$ cat src/rtl/mpu_rx_pkg.sv
package mpu_rx_pkg;
  typedef enum logic [1:0] {
    MP_OFF  = 2'd0,
    MP_ADDR = 2'd1,
    MP_IDLE = 2'd2
  } mp_mode_e;

  typedef enum logic [2:0] {
    ST_IDLE,
    ST_START,
    ST_DATA,
    ST_ADDR,
    ST_PAR,
    ST_STOP
  } rx_state_e;

  typedef struct packed {
    logic addr;
    logic stop_ok;
    logic par_err;
  } rx_frame_stat_t;
endpackage

$ cat src/rtl/mpu_rx_sampler.sv
module mpu_rx_sampler #(
  parameter int unsigned OSR = 16
) (
  input  logic clk_i,
  input  logic rst_ni,
  input  logic hold_i,
  input  logic run_i,
  input  logic tick_i,
  input  logic rxd_i,
  output logic rxd_s_o,
  output logic bit_stb_o,
  output logic bit_val_o
);
  localparam int unsigned CNT_W = $clog2(OSR);
  localparam int unsigned MID   = OSR / 2;
  localparam logic [CNT_W-1:0] S_A   = CNT_W'(MID - 2);
  localparam logic [CNT_W-1:0] S_B   = CNT_W'(MID - 1);
  localparam logic [CNT_W-1:0] S_C   = CNT_W'(MID);
  localparam logic [CNT_W-1:0] S_END = CNT_W'(OSR - 1);

  logic             rxd_meta, rxd_s;
  logic [CNT_W-1:0] cnt;
  logic [1:0]       votes;

  always_ff @(posedge clk_i or negedge rst_ni) begin
    if (!rst_ni) begin
      rxd_meta <= 1'b1;
      rxd_s    <= 1'b1;
    end else begin
      rxd_meta <= rxd_i;
      rxd_s    <= rxd_meta;
    end
  end

  // cnt+1 is the tick position inside the current bit
  always_ff @(posedge clk_i or negedge rst_ni) begin
    if (!rst_ni) begin
      cnt   <= '0;
      votes <= '0;
    end else if (hold_i || !run_i) begin
      cnt   <= '0;
      votes <= '0;
    end else if (tick_i) begin
      cnt <= (cnt == S_END) ? '0 : cnt + 1'b1;
      if (cnt == S_A || cnt == S_B) votes <= {votes[0], rxd_s};
    end
  end

  assign rxd_s_o   = rxd_s;
  assign bit_stb_o = tick_i & run_i & ~hold_i & (cnt == S_C);
  assign bit_val_o = (votes[1] & votes[0]) | (votes[1] & rxd_s) | (votes[0] & rxd_s);

  a_r1_stb_single: assert property (@(posedge clk_i) disable iff (!rst_ni)
    bit_stb_o |=> !bit_stb_o);
endmodule

$ cat src/rtl/mpu_rx_frame.sv
module mpu_rx_frame
  import mpu_rx_pkg::*;
#(
  parameter int unsigned DATA_W = 8,
  localparam int unsigned LEN_W = $clog2(DATA_W)
) (
  input  logic              clk_i,
  input  logic              rst_ni,
  input  logic              hold_i,
  input  logic              tick_i,
  input  logic              rxd_s_i,
  input  logic              bit_stb_i,
  input  logic              bit_val_i,
  input  logic              par_en_i,
  input  logic              par_odd_i,
  input  logic              addr_mode_i,
  input  logic [LEN_W-1:0]  len_m1_i,
  output logic              run_o,
  output logic              done_o,
  output logic [DATA_W-1:0] data_o,
  output rx_frame_stat_t    stat_o
);
  rx_state_e         state;
  logic [LEN_W-1:0]  idx;
  logic [DATA_W-1:0] shreg;
  logic              acc;
  logic              addr_q;

  always_ff @(posedge clk_i or negedge rst_ni) begin
    if (!rst_ni) begin
      state  <= ST_IDLE;
      idx    <= '0;
      shreg  <= '0;
      acc    <= 1'b0;
      addr_q <= 1'b0;
      done_o <= 1'b0;
      data_o <= '0;
      stat_o <= '0;
    end else if (hold_i) begin
      state  <= ST_IDLE;
      done_o <= 1'b0;
    end else begin
      done_o <= 1'b0;
      unique case (state)
        ST_IDLE: if (tick_i && !rxd_s_i) state <= ST_START;
        ST_START: if (bit_stb_i) begin
          idx    <= '0;
          acc    <= 1'b0;
          addr_q <= 1'b0;
          state  <= bit_val_i ? ST_IDLE : ST_DATA;
        end
        ST_DATA: if (bit_stb_i) begin
          shreg <= {bit_val_i, shreg[DATA_W-1:1]};
          acc   <= acc ^ bit_val_i;
          idx   <= idx + 1'b1;
          if (idx == len_m1_i)
            state <= addr_mode_i ? ST_ADDR : (par_en_i ? ST_PAR : ST_STOP);
        end
        ST_ADDR: if (bit_stb_i) begin
          addr_q <= bit_val_i;
          acc    <= acc ^ bit_val_i;
          state  <= par_en_i ? ST_PAR : ST_STOP;
        end
        ST_PAR: if (bit_stb_i) begin
          acc   <= acc ^ bit_val_i;
          state <= ST_STOP;
        end
        ST_STOP: if (bit_stb_i) begin
          done_o         <= 1'b1;
          data_o         <= shreg >> (LEN_W'(DATA_W - 1) - len_m1_i);
          stat_o.addr    <= addr_q;
          stat_o.stop_ok <= bit_val_i;
          stat_o.par_err <= par_en_i & (acc ^ par_odd_i);
          state          <= ST_IDLE;
        end
        default: state <= ST_IDLE;
      endcase
    end
  end

  assign run_o = (state != ST_IDLE);

  a_r11_hold_idle: assert property (@(posedge clk_i) disable iff (!rst_ni)
    hold_i |=> !run_o && !done_o);
  a_r1_done_ends_frame: assert property (@(posedge clk_i) disable iff (!rst_ni)
    done_o |-> !run_o);
endmodule

$ cat src/rtl/mpu_rx_idle.sv
module mpu_rx_idle #(
  parameter int unsigned OSR       = 16,
  parameter int unsigned IDLE_BITS = 10
) (
  input  logic clk_i,
  input  logic rst_ni,
  input  logic hold_i,
  input  logic tick_i,
  input  logic rxd_s_i,
  input  logic run_i,
  input  logic arm_i,
  output logic idle_o
);
  localparam int unsigned LIM   = OSR * IDLE_BITS;
  localparam int unsigned CW    = $clog2(LIM + 1);
  localparam logic [CW-1:0] LAST = CW'(LIM - 1);

  logic          armed;
  logic [CW-1:0] cnt;

  always_ff @(posedge clk_i or negedge rst_ni) begin
    if (!rst_ni) begin
      armed  <= 1'b0;
      cnt    <= '0;
      idle_o <= 1'b0;
    end else if (hold_i) begin
      armed  <= 1'b0;
      cnt    <= '0;
      idle_o <= 1'b0;
    end else begin
      idle_o <= 1'b0;
      if (arm_i) begin
        armed <= 1'b1;
        cnt   <= '0;
      end else if (armed && tick_i) begin
        if (run_i || !rxd_s_i) begin
          cnt <= '0;
        end else if (cnt == LAST) begin
          idle_o <= 1'b1;
          armed  <= 1'b0;
          cnt    <= '0;
        end else begin
          cnt <= cnt + 1'b1;
        end
      end
    end
  end

  a_r9_idle_line_high: assert property (@(posedge clk_i) disable iff (!rst_ni)
    idle_o |-> $past(rxd_s_i) && !$past(run_i));
endmodule

$ cat src/rtl/mpu_rx_status.sv
module mpu_rx_status
  import mpu_rx_pkg::*;
#(
  parameter int unsigned DATA_W    = 8,
  parameter int unsigned OSR       = 16,
  parameter int unsigned IDLE_BITS = 10,
  localparam int unsigned LEN_W    = $clog2(DATA_W)
) (
  input  logic              clk_i,
  input  logic              rst_ni,
  input  logic              tick_i,
  input  logic              rxd_i,
  input  logic              par_en_i,
  input  logic              par_odd_i,
  input  logic [LEN_W-1:0]  char_len_i,
  input  logic [1:0]        mp_mode_i,
  input  logic              rd_i,
  input  logic              swrst_i,
  output logic [DATA_W-1:0] rx_data_o,
  output logic              rx_full_o,
  output logic              fe_o,
  output logic              oe_o,
  output logic              pe_o,
  output logic              wake_o
);
  logic              rxd_s, bit_stb, bit_val, run, chr_done, idle_det;
  logic [DATA_W-1:0] frm_data;
  rx_frame_stat_t    frm_stat;
  logic              addr_seen;
  logic              mode_addr, mode_idle;

  assign mode_addr = (mp_mode_i == MP_ADDR);
  assign mode_idle = (mp_mode_i == MP_IDLE);

  mpu_rx_sampler #(.OSR(OSR)) u_sampler (
    .clk_i, .rst_ni, .hold_i(swrst_i), .run_i(run), .tick_i, .rxd_i,
    .rxd_s_o(rxd_s), .bit_stb_o(bit_stb), .bit_val_o(bit_val)
  );

  mpu_rx_frame #(.DATA_W(DATA_W)) u_frame (
    .clk_i, .rst_ni, .hold_i(swrst_i), .tick_i, .rxd_s_i(rxd_s),
    .bit_stb_i(bit_stb), .bit_val_i(bit_val), .par_en_i, .par_odd_i,
    .addr_mode_i(mode_addr), .len_m1_i(char_len_i),
    .run_o(run), .done_o(chr_done), .data_o(frm_data), .stat_o(frm_stat)
  );

  mpu_rx_idle #(.OSR(OSR), .IDLE_BITS(IDLE_BITS)) u_idle (
    .clk_i, .rst_ni, .hold_i(swrst_i), .tick_i, .rxd_s_i(rxd_s),
    .run_i(run), .arm_i(chr_done), .idle_o(idle_det)
  );

  always_ff @(posedge clk_i or negedge rst_ni) begin
    if (!rst_ni) begin
      rx_data_o <= '0;
      rx_full_o <= 1'b0;
      fe_o      <= 1'b0;
      oe_o      <= 1'b0;
      pe_o      <= 1'b0;
      wake_o    <= 1'b0;
      addr_seen <= 1'b0;
    end else if (swrst_i) begin
      rx_full_o <= 1'b0;
      fe_o      <= 1'b0;
      oe_o      <= 1'b0;
      pe_o      <= 1'b0;
      wake_o    <= 1'b0;
      addr_seen <= 1'b0;
    end else if (chr_done) begin
      rx_data_o <= frm_data;
      rx_full_o <= 1'b1;
      oe_o      <= oe_o | (rx_full_o & ~rd_i);
      fe_o      <= fe_o | ~frm_stat.stop_ok;
      pe_o      <= pe_o | frm_stat.par_err;
      if (mode_addr) begin
        wake_o <= frm_stat.addr;
      end else if (mode_idle) begin
        // first character after idle is the address: keep wake over it
        if (wake_o && !addr_seen) addr_seen <= 1'b1;
        else                      wake_o    <= 1'b0;
      end else begin
        wake_o <= 1'b0;
      end
    end else if (idle_det && mode_idle) begin
      wake_o    <= 1'b1;
      addr_seen <= 1'b0;
    end else if (rd_i) begin
      rx_full_o <= 1'b0;
      wake_o    <= 1'b0;
    end
  end

  a_r7_fe_sticky: assert property (@(posedge clk_i) disable iff (!rst_ni)
    (fe_o && !swrst_i) |=> fe_o);
  a_r7_oe_sticky: assert property (@(posedge clk_i) disable iff (!rst_ni)
    (oe_o && !swrst_i) |=> oe_o);
  a_r7_pe_sticky: assert property (@(posedge clk_i) disable iff (!rst_ni)
    (pe_o && !swrst_i) |=> pe_o);
  a_r4_oe_needs_full: assert property (@(posedge clk_i) disable iff (!rst_ni)
    $rose(oe_o) |-> $past(rx_full_o));
  a_r6_pe_needs_parity: assert property (@(posedge clk_i) disable iff (!rst_ni)
    $rose(pe_o) |-> $past(par_en_i));
  a_r11_swrst_clears: assert property (@(posedge clk_i) disable iff (!rst_ni)
    swrst_i |=> !(rx_full_o || fe_o || oe_o || pe_o || wake_o));
  a_r8_read_clears_wake: assert property (@(posedge clk_i) disable iff (!rst_ni)
    (rd_i && !chr_done && !idle_det && !swrst_i) |=> !wake_o && !rx_full_o);
  a_r10_no_wake_off: assert property (@(posedge clk_i) disable iff (!rst_ni)
    $rose(wake_o) |-> ($past(mp_mode_i) == MP_ADDR || $past(mp_mode_i) == MP_IDLE));
endmodule

$ cat config.mk
export PLATFORM = sky130hd
export DESIGN_NAME = mpu_rx_status
export DESIGN_NICKNAME = d
export VERILOG_FILES = /design/src/rtl/mpu_rx_pkg.sv /design/src/rtl/mpu_rx_sampler.sv /design/src/rtl/mpu_rx_frame.sv /design/src/rtl/mpu_rx_idle.sv /design/src/rtl/mpu_rx_status.sv
export SDC_FILE = /design/constraint.sdc
export NUM_CORES = 1
export LEC_CHECK = 0
export BUFFER_PORTS_ARGS = -buffer_cell sky130_fd_sc_hd__buf_2
export CAP_MARGIN = 10
export CORE_AREA = 2 2 92 72
export CTS_BUF_LIST = sky130_fd_sc_hd__clkbuf_8 sky130_fd_sc_hd__clkbuf_16
export DETAILED_ROUTE_END_ITERATION = 6
export DIE_AREA = 0 0 94 74
export PLACE_DENSITY = 0.69
export SLEW_MARGIN = 20
export SYNTH_ARGS = -nofsm -noshare
export SYNTH_HDL_FRONTEND = slang
export SYNTH_SLANG_ARGS = --single-unit
$ cat constraint.sdc
create_clock -name clk_i -period 3 [get_ports clk_i]
set_input_delay 0.3 -clock clk_i [delete_from_list [all_inputs] [get_ports clk_i]]
set_output_delay 0.3 -clock clk_i [all_outputs]
set_load 0.05 [all_outputs]
# Word-level counts from Yosys, hierarchy flattened
# Cells that the tools add are included.
[word_totals]
out_inout_bits = 13
reg_bits = 60
input_bits = 13
[op_classes]
shift = 1
addsub = 4
n_reduce_logical = 36
mux = 65
bitwise_logic = 18
n_eq_ne = 30
[op_table]
columns = ["operator", "count"]
rows = [
  ["two-way mux 8 bit", 5],
  ["two-way mux 1 bit", 39],
  ["two-way mux 3 bit", 10],
  ["inequality test 3 bit, second input constant", 9],
  ["case mux 3 bit (6 select lines)", 1],
  ["AND reduction 4 bit", 4],
  ["nonzero test 3 bit", 5],
  ["two-way mux 4 bit", 3],
  ["nonzero test 2 bit", 6],
  ["inequality test 3 x 2 -> 1 bit, second input constant", 3],
  ["AND reduction 3 bit", 3],
  ["adder 8 x 1 -> 8 bit, second input constant", 1],
  ["bitwise AND 1 bit", 8],
  ["== test 4 x 3 -> 1 bit, second input constant", 2],
  ["== test 4 bit, second input constant", 2],
  ["== test 8 bit, second input constant", 1],
  ["two-way mux 2 bit", 4],
  ["AND reduction 2 bit", 4],
  ["right shift 8 x 3 -> 8 bit", 1],
  ["AND reduction 7 bit", 1],
  ["== test 3 x 2 -> 1 bit, second input constant", 2],
  ["== test 3 bit, second input constant", 2],
  ["inequality test 2 bit, second input constant", 3],
  ["case mux 3 bit (2 select lines)", 1],
  ["19 further kinds", 34],
]

# Depth between registers and ports, before layout
[depth]
ltp_word = 7
ltp_mapped = 7
depth_no_buf = 7

# By module
# A second synthesis with hierarchy kept.
[unflattened]
cells_unflattened = 300
hier_area_um2 = 3106.7
[modules_own_cells]
columns = ["mod", "instances", "cells_each", "area_each_um2"]
rows = [
  ["mpu_rx_frame", 1, 160, 1592.8],
  ["mpu_rx_status", 1, 47, 598.1],
  ["mpu_rx_idle", 1, 54, 511.7],
  ["mpu_rx_sampler", 1, 39, 404.1],
]

# Least setup slack after synthesis
# OpenSTA, ideal clock, no wires.
[synth_path]
kind = "reg-to-reg"
start = "register u_frame.state[0]"
end = "register u_idle.cnt[2]"
required_ns = 2.933
setup_time_ns = 0.067
path_stages_with_launch = 6
slack_ns = 1.314
arrival_time_ns = 1.619
synth_period_minus_slack_ns = 1.686
path_cell_list = "dfrtp_1 buf_6 or3_4 or4_4 o21ai_2 a22o_1"
[synth_between]
elab_chain_cells = 6
[synth_rtl]
columns = ["item", "line", "rtl"]
rows = [
  ["start, declared", "mpu_rx_frame.sv:23", "rx_state_e state;"],
  ["start signal, assigned", "mpu_rx_frame.sv:50", "state <= bit_val_i ? ST_IDLE : ST_DATA;"],
  ["start signal, assigned", "mpu_rx_frame.sv:57", "state <= addr_mode_i ? ST_ADDR : (par_en_i ? ST_PAR : ST_STOP);"],
  ["start signal, assigned", "mpu_rx_frame.sv:62", "state <= par_en_i ? ST_PAR : ST_STOP;"],
  ["nonzero test 3 bit", "mpu_rx_frame.sv:81", "assign run_o = (state != ST_IDLE);"],
  ["logical OR 1 bit", "mpu_rx_idle.sv:36", "if (run_i || !rxd_s_i) begin"],
  ["two-way mux 8 bit", "mpu_rx_idle.sv:36", ""],
  ["two-way mux 8 bit", "mpu_rx_idle.sv:35", "end else if (armed && tick_i) begin"],
  ["two-way mux 8 bit", "mpu_rx_idle.sv:32", "if (arm_i) begin"],
  ["two-way mux 8 bit", "mpu_rx_idle.sv:26", "end else if (hold_i) begin"],
  ["end signal, assigned", "mpu_rx_idle.sv:43", "cnt <= cnt + 1'b1;"],
  ["end, declared", "mpu_rx_idle.sv:19", "logic [CW-1:0] cnt;"],
]
# No other way between the ends. The select of a mux whose other input is x is not followed.
# A chain may end at the register's enable or synchronous reset.

# Worst setup path after layout
[layout_path]
start = "register u_sampler.cnt[0]"
end = "register u_frame.data_o[0]"
[layout_between]
elab_chain_cells = 3
[layout_rtl]
columns = ["item", "line", "rtl"]
rows = [
  ["start, declared", "mpu_rx_sampler.sv:22", "logic [CNT_W-1:0] cnt;"],
  ["start signal, assigned", "mpu_rx_sampler.sv:44", "cnt <= (cnt == S_END) ? '0 : cnt + 1'b1;"],
  ["== test 4 bit", "mpu_rx_sampler.sv:50", "assign bit_stb_o = tick_i & run_i & ~hold_i & (cnt == S_C);"],
  ["bitwise AND 1 bit", "mpu_rx_sampler.sv:50", ""],
  ["AND reduction 3 bit (no source line)", "--", ""],
  ["end signal, assigned", "mpu_rx_frame.sv:70", "data_o <= shreg >> (LEN_W'(DATA_W - 1) - len_m1_i);"],
  ["end, declared", "mpu_rx_frame.sv:20", "output logic [DATA_W-1:0] data_o,"],
]
# No other way between the ends.

==> flow_metrics.py <==
metrics = {
    "run_status": {
        "status": "complete, no violations",
    },
    "placement": {
        "pre_cts_slack_ps": 811.5,
        "port_buffers": 25,
        "dpl.cell_count": 383,
        "place.detailed.hpwl_um": 4100,
        "gp_congestion": 0.8186,
    },
    "layout": {
        "final_util_pct": 55.67,
        "fin_nets": 331,
        "fillCellCount": 540,
        "instances_no_fill": 399,
        "drive_gt1_share_pct": 23.27,
        "diodes": 0,
        "syn_to_final_growth_pct": 12.24,
    },
    "setup_path": {
        "cp-end-kind": "flip-flop",
        "worstPathMaxFanout": 14,
        "start_kind": "flip-flop",
        "slowest_stage": "nand4b_1",
        "rr_startpoint": "u_sampler.cnt[0]$_DFFE_PN0P_",
        "critPathMaxStageDelay_ps": 460,
        "criticalPathCategory": "reg -> reg",
        "critPathRequiredTime_ps": 3250,
        "path_cells": "inv_1, ha_1, and4b_1, nand4b_1, clkinv_1, o211ai_1, o21a_1",
        "crit_start": "u_sampler.cnt[0]$_DFFE_PN0P_",
        "cp.arrival_ps": 2440,
    },
    "logic_synthesis": {
        "syn_inst": 289,
        "synthAdderAreaFrac_pct": 2.399,
        "synth_common_cells": "dfrtp_1, nand2_1, nor2_1",
        "synth_area_sq_um": 3025,
        "yosysMostFrequentCell": "dfrtp_1",
        "synthSimpleGateAreaFrac_pct": 16.96,
        "yosysTopAreaCellShare_pct": 47.97,
        "ys.flop_type": "dfrtp_1",
        "synth_top_family_by_area": "simple AND/OR/NAND/NOR gates",
        "syn-num-nets": 307,
        "avgSynthCellArea_sq_um": 10.47,
        "synth_xor_xnor_area_share_pct": 2.026,
        "synth.area.mux_share_pct": 11.25,
        "yosysSeqAreaShare_pct": 49.71,
        "synth_cell_types": 55,
        "ys_ff_latch": 60,
        "synth-async-reset-ratio_pct": 100.0,
        "synth_edf_count": 0,
        "yosys.area.top_type": "dfrtp_1",
        "synth_compound_area_share_pct": 14.31,
        "yosys_warnings": 0,
        "synth_top_cells_by_area": "dfrtp_1, mux2_2, nand2_1",
    },
    "flow_run": {
        "maxCapViolCount": 0,
    },
    "routing": {
        "via_count": 2233,
        "drt_iter0_drc": 158,
        "drt_pass1_iterations": 6,
        "drt-total-wl_um": 5879,
        "final_antenna_net_count": 0,
        "post_drt_wl_per_cell_um": 14.73,
        "via_per_inst": 5.596,
        "drc": 0,
    },
    "timing": {
        "hold_viol": 0,
        "worst_slack_ps": 809.1,
        "worstMarginPinSlew_ps": 854.7,
        "skew_ps": 8.023,
        "max_freq_ghz": 0.4564,
        "tns_ps": 0,
        "slew_viol_final": 0,
        "whs_ps": 45.46,
        "period_minus_slack_ps": 2191,
        "finalSetupViolCount": 0,
        "fin_crit_sh_pct": 73.03,
        "max_slew_margin_pct": 42.50,
        "rsz0062_at_grt": "false",
    },
    "floorplan": {
        "core_sq_um": 6100,
        "io_pins": 26,
        "die_area_sq_um": 6956,
        "initial_core_util_pct": 49.60,
        "die_h_um": 74,
        "die-width_um": 94,
        "num_rows": 25,
    },
    "clocking": {
        "cts-resized-gates": 0,
        "root_buffer": "clkbuf_8",
        "ctsHoldBuffers": 0,
        "htreeDepth": 3,
        "cts_tree": "yes",
        "clock_sinks": 60,
        "clockBufferDepth": 2,
        "post-cts-setup-buffers": 0,
        "path_clk_slew_ps": 70,
        "clock_latency_ps": 350,
        "cts_buffers": 9,
    },
    "worst_hold_path": {
        "hp-start": "rxd_i",
        "hold_class": "in -> reg",
    },
    "global_routing": {
        "antenna_found_initial": 0,
        "grt_pass1_vias": 2143,
        "grt_pass1_wl_um": 10330,
        "grt_usage_pct": 19.57,
        "grt-ovfl-total": 0,
        "grt_max_degree": 61,
    },
    "power_and_ir_drop": {
        "power_leakage_nw": 1.531,
        "ir_drop_uv": 221.4,
        "powerDensity_nw_per_um2": 493.6,
    },
}
-- power by group --
| part | switching [W] | internal [W] | leakage [nW] |
|---|---|---|---|
| sequential | 0.0000195 | 0.000816 | 0.810 |
| clock | 0.000344 | 0.000387 | 0.0958 |
| combinational | 0.0000710 | 0.0000390 | 0.625 |
| total | 0.000435 | 0.00124 | 1.53 |
-- registers in the layout, indices dropped and copies added, names as in the netlist, 2 cells and up --
name,cells
u_frame.data_o,8
u_sampler.votes,2
rx_data_o,8
u_frame.state,3
u_idle.cnt,8
u_sampler.cnt,4
u_frame.idx,3
u_frame.stat_o,3
u_frame.shreg,8
-- per-layer routing --
metal / vias to the layer above / GRT usage (%) / routed length, um
met5: - / 0 / 0
met4: 0 / 6.602 / 83
met3: 9 / 6.788 / 275
met2: 41 / 27.78 / 2522
met1: 1079 / 28.29 / 2998
li1: 1104 / - / -
-- path summary, 6_finish.rpt --
path	slack, ps	depth (start not counted)	end
worst max-delay path	810	7	u_frame.data_o[0]$_DFFE_PN0P_
worst min-delay path	50	1	u_sampler.rxd_meta$_DFF_PN1_
worst max register to register	810	7	u_frame.data_o[0]$_DFFE_PN0P_
worst min register to register	360	0	u_sampler.rxd_s_o$_DFF_PN1_
max in group asynchronous	2400	2	u_idle.cnt[2]$_DFFE_PN0P_
min in group asynchronous	100	2	u_sampler.cnt[3]$_DFFE_PN0P_
-- through the flow --
| step | power [W] | cell area, sq um |
|---|---|---|
| floorplan | 0.0009256 | 3025 |
| global placement | 0.0009608 | 3196 |
| detailed placement | 0.0009615 | 3196 |
| CTS | 0.001694 | 3396 |
| global route | 0.001753 | 3396 |
| finish | 0.001676 | 3396 |
-- layout by cell type, fill, tap and decap left out, types with 9 or more instances in the layout --
| cell | instances |
|---|---|
| a21oi_1 | 16 |
| buf_2 | 25 |
| clkbuf_8 | 9 |
| dfrtp_1 | 58 |
| inv_1 | 9 |
| mux2_2 | 18 |
| nand2_1 | 28 |
| nand3_1 | 17 |
| nor2_1 | 23 |
| o21ai_0 | 15 |
-- area by class of cell --
type / instances / area, sq um / share of cell area (%)
Clock buffer: 9 / 123.9 / 3.648
Clock inverter: 7 / 76.32 / 2.248
Inverter: 10 / 37.54 / 1.105
Multi-Input combinational cell: 206 / 1420 / 41.82
Sequential cell: 60 / 1504 / 44.29
Tap cell: 81 / 101.3 / 2.985
Timing Repair Buffer: 26 / 132.6 / 3.906
-- worst max-delay path: cells and delay by family, from the launching register on --
family,cells,cell delay (ps)
AND/OR/NAND/NOR,2,750
buffers and inverters,2,470
flip-flops,1,420
AO/OA/AOI/OAI,2,280
adder cells (fa/ha/maj),1,170
-- kinds of logic after synthesis --
kind of cell,after synthesis
xor+xnor,7
fa+ha+maj,6
simple gates,99
mux,28
buf+inv,23
flops,60
compound gates,66
No activity file was read; power rests on OpenSTA's default activity.
